==> src/rtl/lcd_cmdbus_pkg.sv <==
package lcd_cmdbus_pkg;

  // Bus cycle phase
  typedef enum logic [1:0] {
    PH_IDLE   = 2'd0,
    PH_SETUP  = 2'd1,
    PH_STROBE = 2'd2,
    PH_HOLD   = 2'd3
  } phase_e;

  // Host register map (word addresses)
  localparam int unsigned REG_AW = 3;
  localparam logic [REG_AW-1:0] A_WWORD = 3'd0;
  localparam logic [REG_AW-1:0] A_RWORD = 3'd1;
  localparam logic [REG_AW-1:0] A_WTRIG = 3'd2;
  localparam logic [REG_AW-1:0] A_RTRIG = 3'd3;
  localparam logic [REG_AW-1:0] A_STAT  = 3'd4;
  localparam logic [REG_AW-1:0] A_TIME  = 3'd5;

  // Bit positions
  localparam int unsigned TAG_VALID_BIT = 28;
  localparam int unsigned TAG_DATA_BIT  = 24;
  localparam int unsigned TRIG_GO_BIT   = 0;
  localparam int unsigned TRIG_SUB_BIT  = 1;
  localparam int unsigned STAT_BUSY_BIT = 1;
  localparam int unsigned TIM_SETUP_LSB = 0;
  localparam int unsigned TIM_PULSE_LSB = 8;
  localparam int unsigned TIM_HOLD_LSB  = 16;

  localparam int unsigned NUM_CH = 2;

endpackage

==> src/rtl/lcd_cmdbus_regs.sv <==
module lcd_cmdbus_regs
  import lcd_cmdbus_pkg::*;
#(
  parameter int unsigned DATA_W = 16,
  parameter int unsigned CNT_W  = 4
) (
  input  logic              clk,
  input  logic              rst_n,
  input  logic              reg_we,
  input  logic [REG_AW-1:0] reg_addr,
  input  logic [31:0]       reg_wdata,
  input  logic              busy,
  input  logic [DATA_W-1:0] rd_result,
  output logic [31:0]       reg_rdata,
  output logic              start,
  output logic              start_rd,
  output logic              start_sub,
  output logic              w_rs,
  output logic [DATA_W-1:0] w_data,
  output logic [CNT_W-1:0]  tm_setup,
  output logic [CNT_W-1:0]  tm_pulse,
  output logic [CNT_W-1:0]  tm_hold
);

  // Stored state: only the bits the engine acts on
  logic              wvalid_q, wvalid_d;
  logic              wrs_q,    wrs_d;
  logic [DATA_W-1:0] wdat_q,   wdat_d;
  logic              rreq_q,   rreq_d;
  logic [CNT_W-1:0]  set_q, set_d, pul_q, pul_d, hld_q, hld_d;

  logic we_word, we_rreq, we_time, go_bit;
  logic unused_wbits;

  assign unused_wbits = ^reg_wdata;

  assign we_word = reg_we && (reg_addr == A_WWORD);
  assign we_rreq = reg_we && (reg_addr == A_RWORD);
  assign we_time = reg_we && (reg_addr == A_TIME);
  assign go_bit  = reg_wdata[TRIG_GO_BIT];

  // Trigger decode
  always_comb begin
    start_rd  = 1'b0;
    start     = 1'b0;
    start_sub = reg_wdata[TRIG_SUB_BIT];
    if (reg_we && go_bit && !busy) begin
      if ((reg_addr == A_WTRIG) && wvalid_q) begin
        start = 1'b1;
      end else if ((reg_addr == A_RTRIG) && rreq_q) begin
        start    = 1'b1;
        start_rd = 1'b1;
      end
    end
  end

  // Next state
  always_comb begin
    wvalid_d = wvalid_q;
    wrs_d    = wrs_q;
    wdat_d   = wdat_q;
    rreq_d   = rreq_q;
    set_d    = set_q;
    pul_d    = pul_q;
    hld_d    = hld_q;
    if (we_word) begin
      wvalid_d = reg_wdata[TAG_VALID_BIT];
      wrs_d    = reg_wdata[TAG_DATA_BIT];
      wdat_d   = reg_wdata[DATA_W-1:0];
    end
    if (we_rreq) begin
      rreq_d = reg_wdata[TAG_DATA_BIT];
    end
    if (we_time) begin
      set_d = reg_wdata[TIM_SETUP_LSB +: CNT_W];
      pul_d = reg_wdata[TIM_PULSE_LSB +: CNT_W];
      hld_d = reg_wdata[TIM_HOLD_LSB  +: CNT_W];
    end
  end

  // Registers
  always_ff @(posedge clk or negedge rst_n) begin
    if (!rst_n) begin
      wvalid_q <= 1'b0;
      wrs_q    <= 1'b0;
      wdat_q   <= '0;
      rreq_q   <= 1'b0;
      set_q    <= '0;
      pul_q    <= '0;
      hld_q    <= '0;
    end else begin
      if (we_word) begin
        wvalid_q <= wvalid_d;
        wrs_q    <= wrs_d;
        wdat_q   <= wdat_d;
      end
      if (we_rreq) begin
        rreq_q <= rreq_d;
      end
      if (we_time) begin
        set_q <= set_d;
        pul_q <= pul_d;
        hld_q <= hld_d;
      end
    end
  end

  assign w_rs     = wrs_q;
  assign w_data   = wdat_q;
  assign tm_setup = set_q;
  assign tm_pulse = pul_q;
  assign tm_hold  = hld_q;

  // Read mux
  always_comb begin
    reg_rdata = '0;
    case (reg_addr)
      A_RWORD: reg_rdata[DATA_W-1:0] = rd_result;
      A_STAT:  reg_rdata[STAT_BUSY_BIT] = busy;
      A_TIME: begin
        reg_rdata[TIM_SETUP_LSB +: CNT_W] = set_q;
        reg_rdata[TIM_PULSE_LSB +: CNT_W] = pul_q;
        reg_rdata[TIM_HOLD_LSB  +: CNT_W] = hld_q;
      end
      default: reg_rdata = '0;
    endcase
  end

endmodule

==> src/rtl/lcd_cmdbus_seq.sv <==
module lcd_cmdbus_seq
  import lcd_cmdbus_pkg::*;
#(
  parameter int unsigned CNT_W = 4
) (
  input  logic             clk,
  input  logic             rst_n,
  input  logic             start,
  input  logic             start_rd,
  input  logic             start_sub,
  input  logic [CNT_W-1:0] tm_setup,
  input  logic [CNT_W-1:0] tm_pulse,
  input  logic [CNT_W-1:0] tm_hold,
  output phase_e           phase,
  output logic             busy,
  output logic             last_strobe,
  output logic             is_rd,
  output logic             sub
);

  phase_e           ph_q, ph_d;
  logic [CNT_W-1:0] cnt_q, cnt_d;
  logic [CNT_W-1:0] pul_q, pul_d, hld_q, hld_d;
  logic             rd_q, rd_d, sub_q, sub_d;
  logic             cnt_zero, adv;

  assign cnt_zero = (cnt_q == '0);
  assign adv      = (ph_q != PH_IDLE) || start;

  always_comb begin
    ph_d  = ph_q;
    cnt_d = cnt_q;
    pul_d = pul_q;
    hld_d = hld_q;
    rd_d  = rd_q;
    sub_d = sub_q;
    case (ph_q)
      PH_IDLE: begin
        if (start) begin
          ph_d  = PH_SETUP;
          cnt_d = tm_setup;
          pul_d = tm_pulse;
          hld_d = tm_hold;
          rd_d  = start_rd;
          sub_d = start_sub;
        end
      end
      PH_SETUP: begin
        if (cnt_zero) begin
          ph_d  = PH_STROBE;
          cnt_d = pul_q;
        end else begin
          cnt_d = cnt_q - 1'b1;
        end
      end
      PH_STROBE: begin
        if (cnt_zero) begin
          ph_d  = PH_HOLD;
          cnt_d = hld_q;
        end else begin
          cnt_d = cnt_q - 1'b1;
        end
      end
      PH_HOLD: begin
        if (cnt_zero) begin
          ph_d = PH_IDLE;
        end else begin
          cnt_d = cnt_q - 1'b1;
        end
      end
      default: ph_d = PH_IDLE;
    endcase
  end

  always_ff @(posedge clk or negedge rst_n) begin
    if (!rst_n) begin
      ph_q  <= PH_IDLE;
      cnt_q <= '0;
      pul_q <= '0;
      hld_q <= '0;
      rd_q  <= 1'b0;
      sub_q <= 1'b0;
    end else if (adv) begin
      ph_q  <= ph_d;
      cnt_q <= cnt_d;
      pul_q <= pul_d;
      hld_q <= hld_d;
      rd_q  <= rd_d;
      sub_q <= sub_d;
    end
  end

  assign phase       = ph_q;
  assign busy        = (ph_q != PH_IDLE);
  assign last_strobe = (ph_q == PH_STROBE) && cnt_zero;
  assign is_rd       = rd_q;
  assign sub         = sub_q;

endmodule

==> src/rtl/lcd_cmdbus_pins.sv <==
module lcd_cmdbus_pins
  import lcd_cmdbus_pkg::*;
#(
  parameter int unsigned DATA_W = 16
) (
  input  logic              clk,
  input  logic              rst_n,
  input  logic              start,
  input  logic              start_rd,
  input  logic              w_rs,
  input  logic [DATA_W-1:0] w_data,
  input  phase_e            phase,
  input  logic              is_rd,
  input  logic              sub,
  input  logic              last_strobe,
  input  logic [DATA_W-1:0] pnl_din,
  output logic [NUM_CH-1:0] pnl_cs_n,
  output logic              pnl_rs,
  output logic              pnl_wr_n,
  output logic              pnl_rd_n,
  output logic [DATA_W-1:0] pnl_dout,
  output logic              pnl_doe,
  output logic [DATA_W-1:0] rd_result
);

  logic              rs_q, rs_d;
  logic [DATA_W-1:0] dat_q, dat_d;
  logic [DATA_W-1:0] res_q, res_d;
  logic              active, strobe, cap_en;

  assign active = (phase != PH_IDLE);
  assign strobe = (phase == PH_STROBE);
  assign cap_en = last_strobe && is_rd;

  always_comb begin
    rs_d  = start_rd | w_rs;
    dat_d = w_data;
    res_d = pnl_din;
  end

  always_ff @(posedge clk or negedge rst_n) begin
    if (!rst_n) begin
      rs_q  <= 1'b0;
      dat_q <= '0;
      res_q <= '0;
    end else begin
      if (start) begin
        rs_q  <= rs_d;
        dat_q <= dat_d;
      end
      if (cap_en) begin
        res_q <= res_d;
      end
    end
  end

  // Per-channel chip-selects
  for (genvar g = 0; g < NUM_CH; g++) begin : g_cs
    assign pnl_cs_n[g] = !(active && (sub == 1'(g)));
  end

  assign pnl_rs    = active && rs_q;
  assign pnl_wr_n  = !(strobe && !is_rd);
  assign pnl_rd_n  = !(strobe && is_rd);
  assign pnl_doe   = active && !is_rd;
  assign pnl_dout  = pnl_doe ? dat_q : '0;
  assign rd_result = res_q;

endmodule

==> src/rtl/lcd_cmdbus_engine.sv <==
module lcd_cmdbus_engine
  import lcd_cmdbus_pkg::*;
#(
  parameter int unsigned DATA_W = 16,
  parameter int unsigned CNT_W  = 4
) (
  input  logic              clk,
  input  logic              rst_n,
  input  logic              reg_we,
  input  logic [REG_AW-1:0] reg_addr,
  input  logic [31:0]       reg_wdata,
  output logic [31:0]       reg_rdata,
  input  logic [DATA_W-1:0] pnl_din,
  output logic [NUM_CH-1:0] pnl_cs_n,
  output logic              pnl_rs,
  output logic              pnl_wr_n,
  output logic              pnl_rd_n,
  output logic [DATA_W-1:0] pnl_dout,
  output logic              pnl_doe
);

  // Reset: asserted asynchronously, released on the clock
  logic [1:0] rst_sync;
  logic       rst_q;

  always_ff @(posedge clk or negedge rst_n) begin
    if (!rst_n) begin
      rst_sync <= 2'b00;
    end else begin
      rst_sync <= {rst_sync[0], 1'b1};
    end
  end
  assign rst_q = rst_sync[1];

  logic              busy, start, start_rd, start_sub, w_rs;
  logic              last_strobe, is_rd, sub;
  logic [DATA_W-1:0] w_data, rd_result;
  logic [CNT_W-1:0]  tm_setup, tm_pulse, tm_hold;
  phase_e            phase;

  lcd_cmdbus_regs #(.DATA_W(DATA_W), .CNT_W(CNT_W)) u_regs (
    .clk       (clk),
    .rst_n     (rst_q),
    .reg_we    (reg_we),
    .reg_addr  (reg_addr),
    .reg_wdata (reg_wdata),
    .busy      (busy),
    .rd_result (rd_result),
    .reg_rdata (reg_rdata),
    .start     (start),
    .start_rd  (start_rd),
    .start_sub (start_sub),
    .w_rs      (w_rs),
    .w_data    (w_data),
    .tm_setup  (tm_setup),
    .tm_pulse  (tm_pulse),
    .tm_hold   (tm_hold)
  );

  lcd_cmdbus_seq #(.CNT_W(CNT_W)) u_seq (
    .clk         (clk),
    .rst_n       (rst_q),
    .start       (start),
    .start_rd    (start_rd),
    .start_sub   (start_sub),
    .tm_setup    (tm_setup),
    .tm_pulse    (tm_pulse),
    .tm_hold     (tm_hold),
    .phase       (phase),
    .busy        (busy),
    .last_strobe (last_strobe),
    .is_rd       (is_rd),
    .sub         (sub)
  );

  lcd_cmdbus_pins #(.DATA_W(DATA_W)) u_pins (
    .clk         (clk),
    .rst_n       (rst_q),
    .start       (start),
    .start_rd    (start_rd),
    .w_rs        (w_rs),
    .w_data      (w_data),
    .phase       (phase),
    .is_rd       (is_rd),
    .sub         (sub),
    .last_strobe (last_strobe),
    .pnl_din     (pnl_din),
    .pnl_cs_n    (pnl_cs_n),
    .pnl_rs      (pnl_rs),
    .pnl_wr_n    (pnl_wr_n),
    .pnl_rd_n    (pnl_rd_n),
    .pnl_dout    (pnl_dout),
    .pnl_doe     (pnl_doe),
    .rd_result   (rd_result)
  );

endmodule

==> config.mk <==
export PLATFORM = sky130hd
export DESIGN_NAME = lcd_cmdbus_engine
export DESIGN_NICKNAME = d
export VERILOG_FILES = /design/src/rtl/lcd_cmdbus_pkg.sv /design/src/rtl/lcd_cmdbus_regs.sv /design/src/rtl/lcd_cmdbus_seq.sv /design/src/rtl/lcd_cmdbus_pins.sv /design/src/rtl/lcd_cmdbus_engine.sv
export SDC_FILE = /design/constraint.sdc
export NUM_CORES = 1
export LEC_CHECK = 0
export ABC_AREA = 0
export BUFFER_PORTS_ARGS = -buffer_cell sky130_fd_sc_hd__buf_2
export CAP_MARGIN = 25
export CORE_MARGIN = 10
export CORE_UTILIZATION = 34
export CTS_BUF_LIST = sky130_fd_sc_hd__clkbuf_8 sky130_fd_sc_hd__clkbuf_16
export CTS_CLUSTER_DIAMETER = 50
export DETAILED_ROUTE_END_ITERATION = 6
export SLEW_MARGIN = 20
export SYNTH_ARGS = -nofsm -noshare
export SYNTH_HDL_FRONTEND = slang
export SYNTH_SLANG_ARGS = --single-unit
==> constraint.sdc <==
create_clock -name clk -period 5.01 [get_ports clk]
set_input_delay 0.2505 -clock clk [delete_from_list [all_inputs] [get_ports clk]]
set_output_delay 0.2505 -clock clk [all_outputs]
set_load 0.005 [all_outputs]
=== Yosys cells after proc, flatten, opt, wreduce, memory -nomap -nowiden ===
Index checks and enable logic that the tools add are counted.

* Output and inout bits: 54
* Flip-flop bits (word level): 82
* Input bits: 54

* Eq/ne operators: 13
* Mux-type cells: 23
* Reduce and logical (&&, ||, !) cells: 29
* Add/sub/neg operators: 1
* Bitwise logic cells: 2

{| class="wikitable"
|+ Operators by type and width
! kind !! count
|-
| 2-to-1 mux 4 bit || 7
|-
| 2-to-1 mux 16 bit || 1
|-
| case mux 4 bit (4 select lines) || 1
|-
| logical AND 1 bit || 15
|-
| 2-to-1 mux 2 bit || 4
|-
| != test 2 x 1 -> 1 bit, second input constant || 4
|-
| case mux 2 bit (4 select lines) || 1
|-
| case mux 4 bit (2 select lines) || 1
|-
| == test 3 x 2 -> 1 bit, second input constant || 2
|-
| == test 3 bit, second input constant || 2
|-
| zero test 1 bit || 6
|-
| AND reduction 3 bit || 2
|-
| 2-to-1 mux 1 bit || 5
|-
| AND reduction 5 bit || 1
|-
| == test 2 bit, second input constant || 2
|-
| zero test 4 bit || 1
|-
| case mux 2 bit (2 select lines) || 1
|-
| subtractor 4 x 1 -> 4 bit, second input constant || 1
|-
| == test 3 x 1 -> 1 bit, second input constant || 1
|-
| zero test 3 bit || 1
|-
| case mux 1 bit (3 select lines) || 1
|-
| == test 2 x 1 -> 1 bit, second input constant || 1
|-
| zero test 2 bit || 1
|-
| != test 2 bit, second input constant || 1
|-
| other kinds (5) || 5
|}

=== Logic depth before layout (Yosys ltp) ===
* Depth after elaboration: 7
* Mapped depth: 8

=== Cells and area by module ===
A second synthesis with hierarchy kept.

* Cells, all modules: 290
* Area, all modules: 3972.6 um2

{| class="wikitable"
|+ By module, submodules not included
! module !! cells each !! area an instance (um2) !! seq. area each (um2) !! instances
|-
| lcd_cmdbus_regs || 113 || 1574.0 || 775.7 || 1
|-
| lcd_cmdbus_pins || 95 || 1437.6 || 825.8 || 1
|-
| lcd_cmdbus_seq || 79 || 907.1 || 400.4 || 1
|-
| lcd_cmdbus_engine || 3 || 53.8 || 50.0 || 1
|}

=== Least setup slack after synthesis ===
OpenSTA, ideal clock, no wires.

* Path kind: register to register
* Start: register u_seq.cnt_q[0]
* End: register u_pins.res_q[10], in the netlist u_pins.rd_result[10]
* Arrival time: 1778 ps
* Path slack: 3108 ps
* Period minus slack after synthesis: 1902 ps
* Buffers on the path: 2
* Cell stages (with the launch flop): 8
* Data required time: 4885 ps
* Library setup time: 125 ps
* Path through: dfrtp_1 > inv_1 > ha_1 > or3b_1 > buf_2 > nor2_4 > buf_4 > mux2_2

* Word-level cells in the longest chain between the ends: 3

{| class="wikitable"
|+ RTL lines
! item !! line !! text
|-
| start: declaration || lcd_cmdbus_seq.sv:22 || <nowiki>logic [CNT_W-1:0] cnt_q, cnt_d;</nowiki>
|-
| start signal: assignment || lcd_cmdbus_seq.sv:85 || <nowiki>cnt_q <= cnt_d;</nowiki>
|-
| zero test 4 bit || lcd_cmdbus_seq.sv:27 || <nowiki>assign cnt_zero = (cnt_q == '0);</nowiki>
|-
| logical AND 1 bit || lcd_cmdbus_seq.sv:95 || <nowiki>assign last_strobe = (ph_q == PH_STROBE) && cnt_zero;</nowiki>
|-
| logical AND 1 bit || lcd_cmdbus_pins.sv:33 || <nowiki>assign cap_en = last_strobe && is_rd;</nowiki>
|-
| end signal: assignment || lcd_cmdbus_pins.sv:52 || <nowiki>res_q <= res_d;</nowiki>
|-
| end: declaration || lcd_cmdbus_pins.sv:28 || <nowiki>logic [DATA_W-1:0] res_q, res_d;</nowiki>
|}

Every way passes these cells.
A chain may end at the register's enable or synchronous reset.

=== Worst setup path after layout ===
* Start: register u_seq.ph_q[0], in the netlist u_seq.phase[0]
* End: register u_seq.hld_q[3]

* Word-level cells in the longest chain between the ends: 6
* Elaborated cells on any way between the ends: 7
* Classes of those cells: mux: 1; reduce/logical: 6

{| class="wikitable"
|+ RTL lines
! item !! line !! text
|-
| start: declaration || lcd_cmdbus_seq.sv:21 || <nowiki>phase_e ph_q, ph_d;</nowiki>
|-
| start signal: assignment || lcd_cmdbus_seq.sv:84 || <nowiki>ph_q <= ph_d;</nowiki>
|-
| nonzero test 2 bit || lcd_cmdbus_seq.sv:28, lcd_cmdbus_seq.sv:94 ||
|-
| zero test 1 bit || lcd_cmdbus_regs.sv:47 || <nowiki>if (reg_we && go_bit && !busy) begin</nowiki>
|-
| logical AND 1 bit || lcd_cmdbus_regs.sv:47 ||
|-
| 2-to-1 mux 1 bit || lcd_cmdbus_regs.sv:47 ||
|-
| logical OR 1 bit || lcd_cmdbus_seq.sv:28 || <nowiki>assign adv = (ph_q != PH_IDLE) || start;</nowiki>
|-
| AND reduction 3 bit (no source line) (*) || n/a ||
|-
| end signal: assignment || lcd_cmdbus_seq.sv:87 || <nowiki>hld_q <= hld_d;</nowiki>
|-
| end: declaration || lcd_cmdbus_seq.sv:23 || <nowiki>logic [CNT_W-1:0] pul_q, pul_d, hld_q, hld_d;</nowiki>
|}

Every way passes the cells marked *; elsewhere a longest branch is shown, timed or not.

==> run_results.csv <==
group,metric,value,unit
sta,fmax,377,MHz
place,dpl.hpwl,6410,µm
clock_network,cts_max_path_buffers,2,
final_layout,finalInstanceArea,4670,µm²
clock_network,clock_sinks,82,
routing,drc,0,
floorplan,die_y,126,µm
logic_synthesis,synth_flop_cell,"dfrtp_1",
routing,wl_per_cell,17.1,µm
pwr,ir_drop,0.199,mV
final_layout,diodes,0,
logic_synthesis,ys_types,40,
sta,final.setup_skew,0.00580,ns
global_route,grt_max_degree,81,
setup_path,reg2regPathDepth,6,
setup_path,rr_endpoint,"u_seq.hld_q[3]",
setup_path,cp_max_fo,17,
routing,ant_nets,0,
sta,fin_setup_tns,0,ns
logic_synthesis,netlist_area,3850,µm²
setup_path,criticalPathCategory,"reg -> reg",
setup_path,path_common_cell,"inv_1",
place,portBuffers,85,
final_layout,finalCoreUtilization,42.7,%
floorplan,io_pins,108,
floorplan,dieArea,16000,µm²
setup_path,cp.arrival,2.87,ns
global_route,grt_pass1_wl,14300,µm
clock_network,root_buffer,"clkbuf_16",
floorplan,start_util,35.2,%
setup_path,ff2ff_setup_slack,2.36,ns
logic_synthesis,synth_edf_count,0,
setup_path,cp-end-kind,"flop",
final_layout,areaGrowthSynthToFinish,21.5,%
setup_path,cp_num_buf_inv,3,
logic_synthesis,synth_seq_cells,82,
setup_path,crit_required,5.23,ns
final_layout,nets,433,
hold_path,hold_path_class,"in -> reg",
logic_synthesis,synth_most_common_cell,"dfrtp_1",
clock_network,cts_setup_buffers,0,
clock_network,clk_latency,0.33,ns
logic_synthesis,ys_seq_area_share,53.4,%
sta,setup_violations,0,
final_layout,drive_above_1_share,48.7,%
flow_run,cap_violations,0,
clock_network,clk_pin_slew,0.06,ns
clock_network,htreeDepth,3,
routing,finalWirelength,8860,µm
hold_path,hold_end,"u_regs.w_data[15]",
global_route,grt_pass1_vias,2633,
logic_synthesis,synth_area_leaders,"dfrtp_1 53%, mux2_2 17%, mux2_4 6.6%, and2_1 4.6%, buf_4 2.5%",
sta,finalHoldViolCount,0,
routing,dr.pass1.iters,4,
pwr,p_total,2.32,mW
global_route,antenna_found_initial,1,
floorplan,fp-row-count,38,
run_status,status,"finished clean",
sta,maxSlewViolCount,0,
setup_path,critPathLaunchType,"flop",
routing,num_vias,2469,
setup_path,rr_startpoint,"u_seq.phase[0]",
logic_synthesis,syn_inst,286,
setup_path,cp_slowest_stage_delay,0.67,ns
clock_network,tritoncts,"done",
sta,grt_setup_unrepaired,"no",
logic_synthesis,yosysTopAreaCell,"dfrtp_1",
routing,drt-vias-per-instance,4.77,
setup_path,cp_top_family,"buffers and inverters",
sta,tightest_slew,0.982,ns
routing,drt_iter0_drc,106,
place,place.gp.congestion,0.808,
sta,fin_crit_sh,52.9,%
pwr,p_per_area,495,nW/µm²
clock_network,cts_resized,0,
sta,relSlewSlack,34.3,%
global_route,grt_use_total,11.1,%
hold_path,worstHoldStart,"reg_wdata[15]",
setup_path,crit_path_top_delay_cell,"or3_1",
hold_path,hold_depth,2,
clock_network,cts_buffers,9,
logic_synthesis,async_flop_share,100,%
place,placed_area,4330,µm²
logic_synthesis,syn_avg_cell_area,13.4,µm²
logic_synthesis,yosys.area.top_type_share,53.4,%
pwr,p_leak,2.36,nW
logic_synthesis,yosys-top-cells-count,"82 x dfrtp_1, 57 x mux2_2, 28 x and2_1",
setup_path,crit_path_cell_trace,"inv_1, ha_1, inv_1, or3_1, buf_4, mux2_4",
logic_synthesis,synth_warnings,0,
global_route,gr-total-overflow,0,
sta,min_period,2.65,ns
floorplan,die_w,126,µm
floorplan,fp.coreArea,10900,µm²
## layer usage
metal | track usage, % | up-vias | part of all wire, %
met5 | 0 | - | 0.15
met4 | 4.76 | 2 | 2.0
met3 | 3.71 | 17 | 6.2
met2 | 17.1 | 82 | 46
met1 | 14.0 | 1213 | 46
li1 | - | 1155 | -
## report_power, final
group          total, mW  internal [mW]  switching (mW)
logic              0.691          0.377           0.314
registers          0.969          0.848           0.120
clock network      0.656          0.396           0.260
total               2.32           1.62           0.695
## how the worst max path moves through the flow
stage	slack [ns]	cells after the start	endpoint	startpoint
floorplan	2.56	0	u_pins.dat_q[0]	rst_sync[1]
global placement	2.41	6	u_seq.hld_q[3]	u_seq.phase[0]
detailed placement	2.33	6	u_seq.hld_q[0]	u_seq.phase[0]
CTS	2.32	6	u_seq.hld_q[3]	u_seq.phase[0]
global route	2.18	6	u_pins.dat_q[13]	u_seq.phase[1]
finish	2.36	6	u_seq.hld_q[3]	u_seq.phase[0]
## metrics by stage
stage                     setup slack [ns]  std cells  hold WS, ns
after global placement                2.41        499       0.0363
after floorplan                       2.56        297      -0.0451
final                                 2.36        518        0.144
after CTS                             2.32        516        0.133
after detailed placement              2.33        499       0.0407
after global routing                  2.18        518        0.143
## placed cells by master, fill, tap and decap left out, types with 2 or more instances in the layout
cell type	count
buf_2	85
dfrtp_1	81
mux2_2	57
and2_1	28
mux2_4	17
conb_1	13
inv_1	9
clkbuf_16	9
nor2_1	7
a22o_1	7
ha_1	6
nand2b_1	5
nand2_1	5
a21oi_1	4
a22oi_1	4
a32o_1	3
o221ai_1	3
o21ai_0	3
or2_2	2
o21a_1	2
buf_4	2
## state kept, by name (all words and copies together), names as in the netlist, 4 cells and up
register          count
u_pins.dat_q         16
u_pins.rd_result     16
u_regs.tm_hold        4
u_regs.tm_pulse       4
u_regs.tm_setup       4
u_regs.w_data        16
u_seq.cnt_q           4
u_seq.hld_q           4
u_seq.pul_q           4
## kinds of logic after synthesis
| kind of cell | count (synthesis) | synth area share [%] |
|---|---|---|
| buffers and inverters | 31 | 5.27 |
| multiplexers | 75 | 23.6 |
| flip-flops | 82 | 53.4 |
| AO/OA/AOI/OAI | 33 | 6.77 |
| XOR/XNOR | 1 | 0.228 |
| adder cells (fa/ha/maj) | 6 | 1.95 |
| AND/OR/NAND/NOR | 56 | 8.65 |
| other | 2 | 0.195 |
## repair_timing
item	CTS	global route
hold buffers	1	0
endpoints found under the setup margin	0	0
endpoints found under the hold margin	2	0
## layout make-up
cell class | instances | area (µm²)
Fill cell | 1058 | 6260
Sequential cell | 82 | 2060
Multi-Input combinational cell | 184 | 1640
Timing Repair Buffer | 89 | 478
Clock buffer | 10 | 239
Tap cell | 140 | 175
Clock inverter | 6 | 58.8
Inverter | 7 | 26.3
No activity file was read; power rests on OpenSTA's default activity.
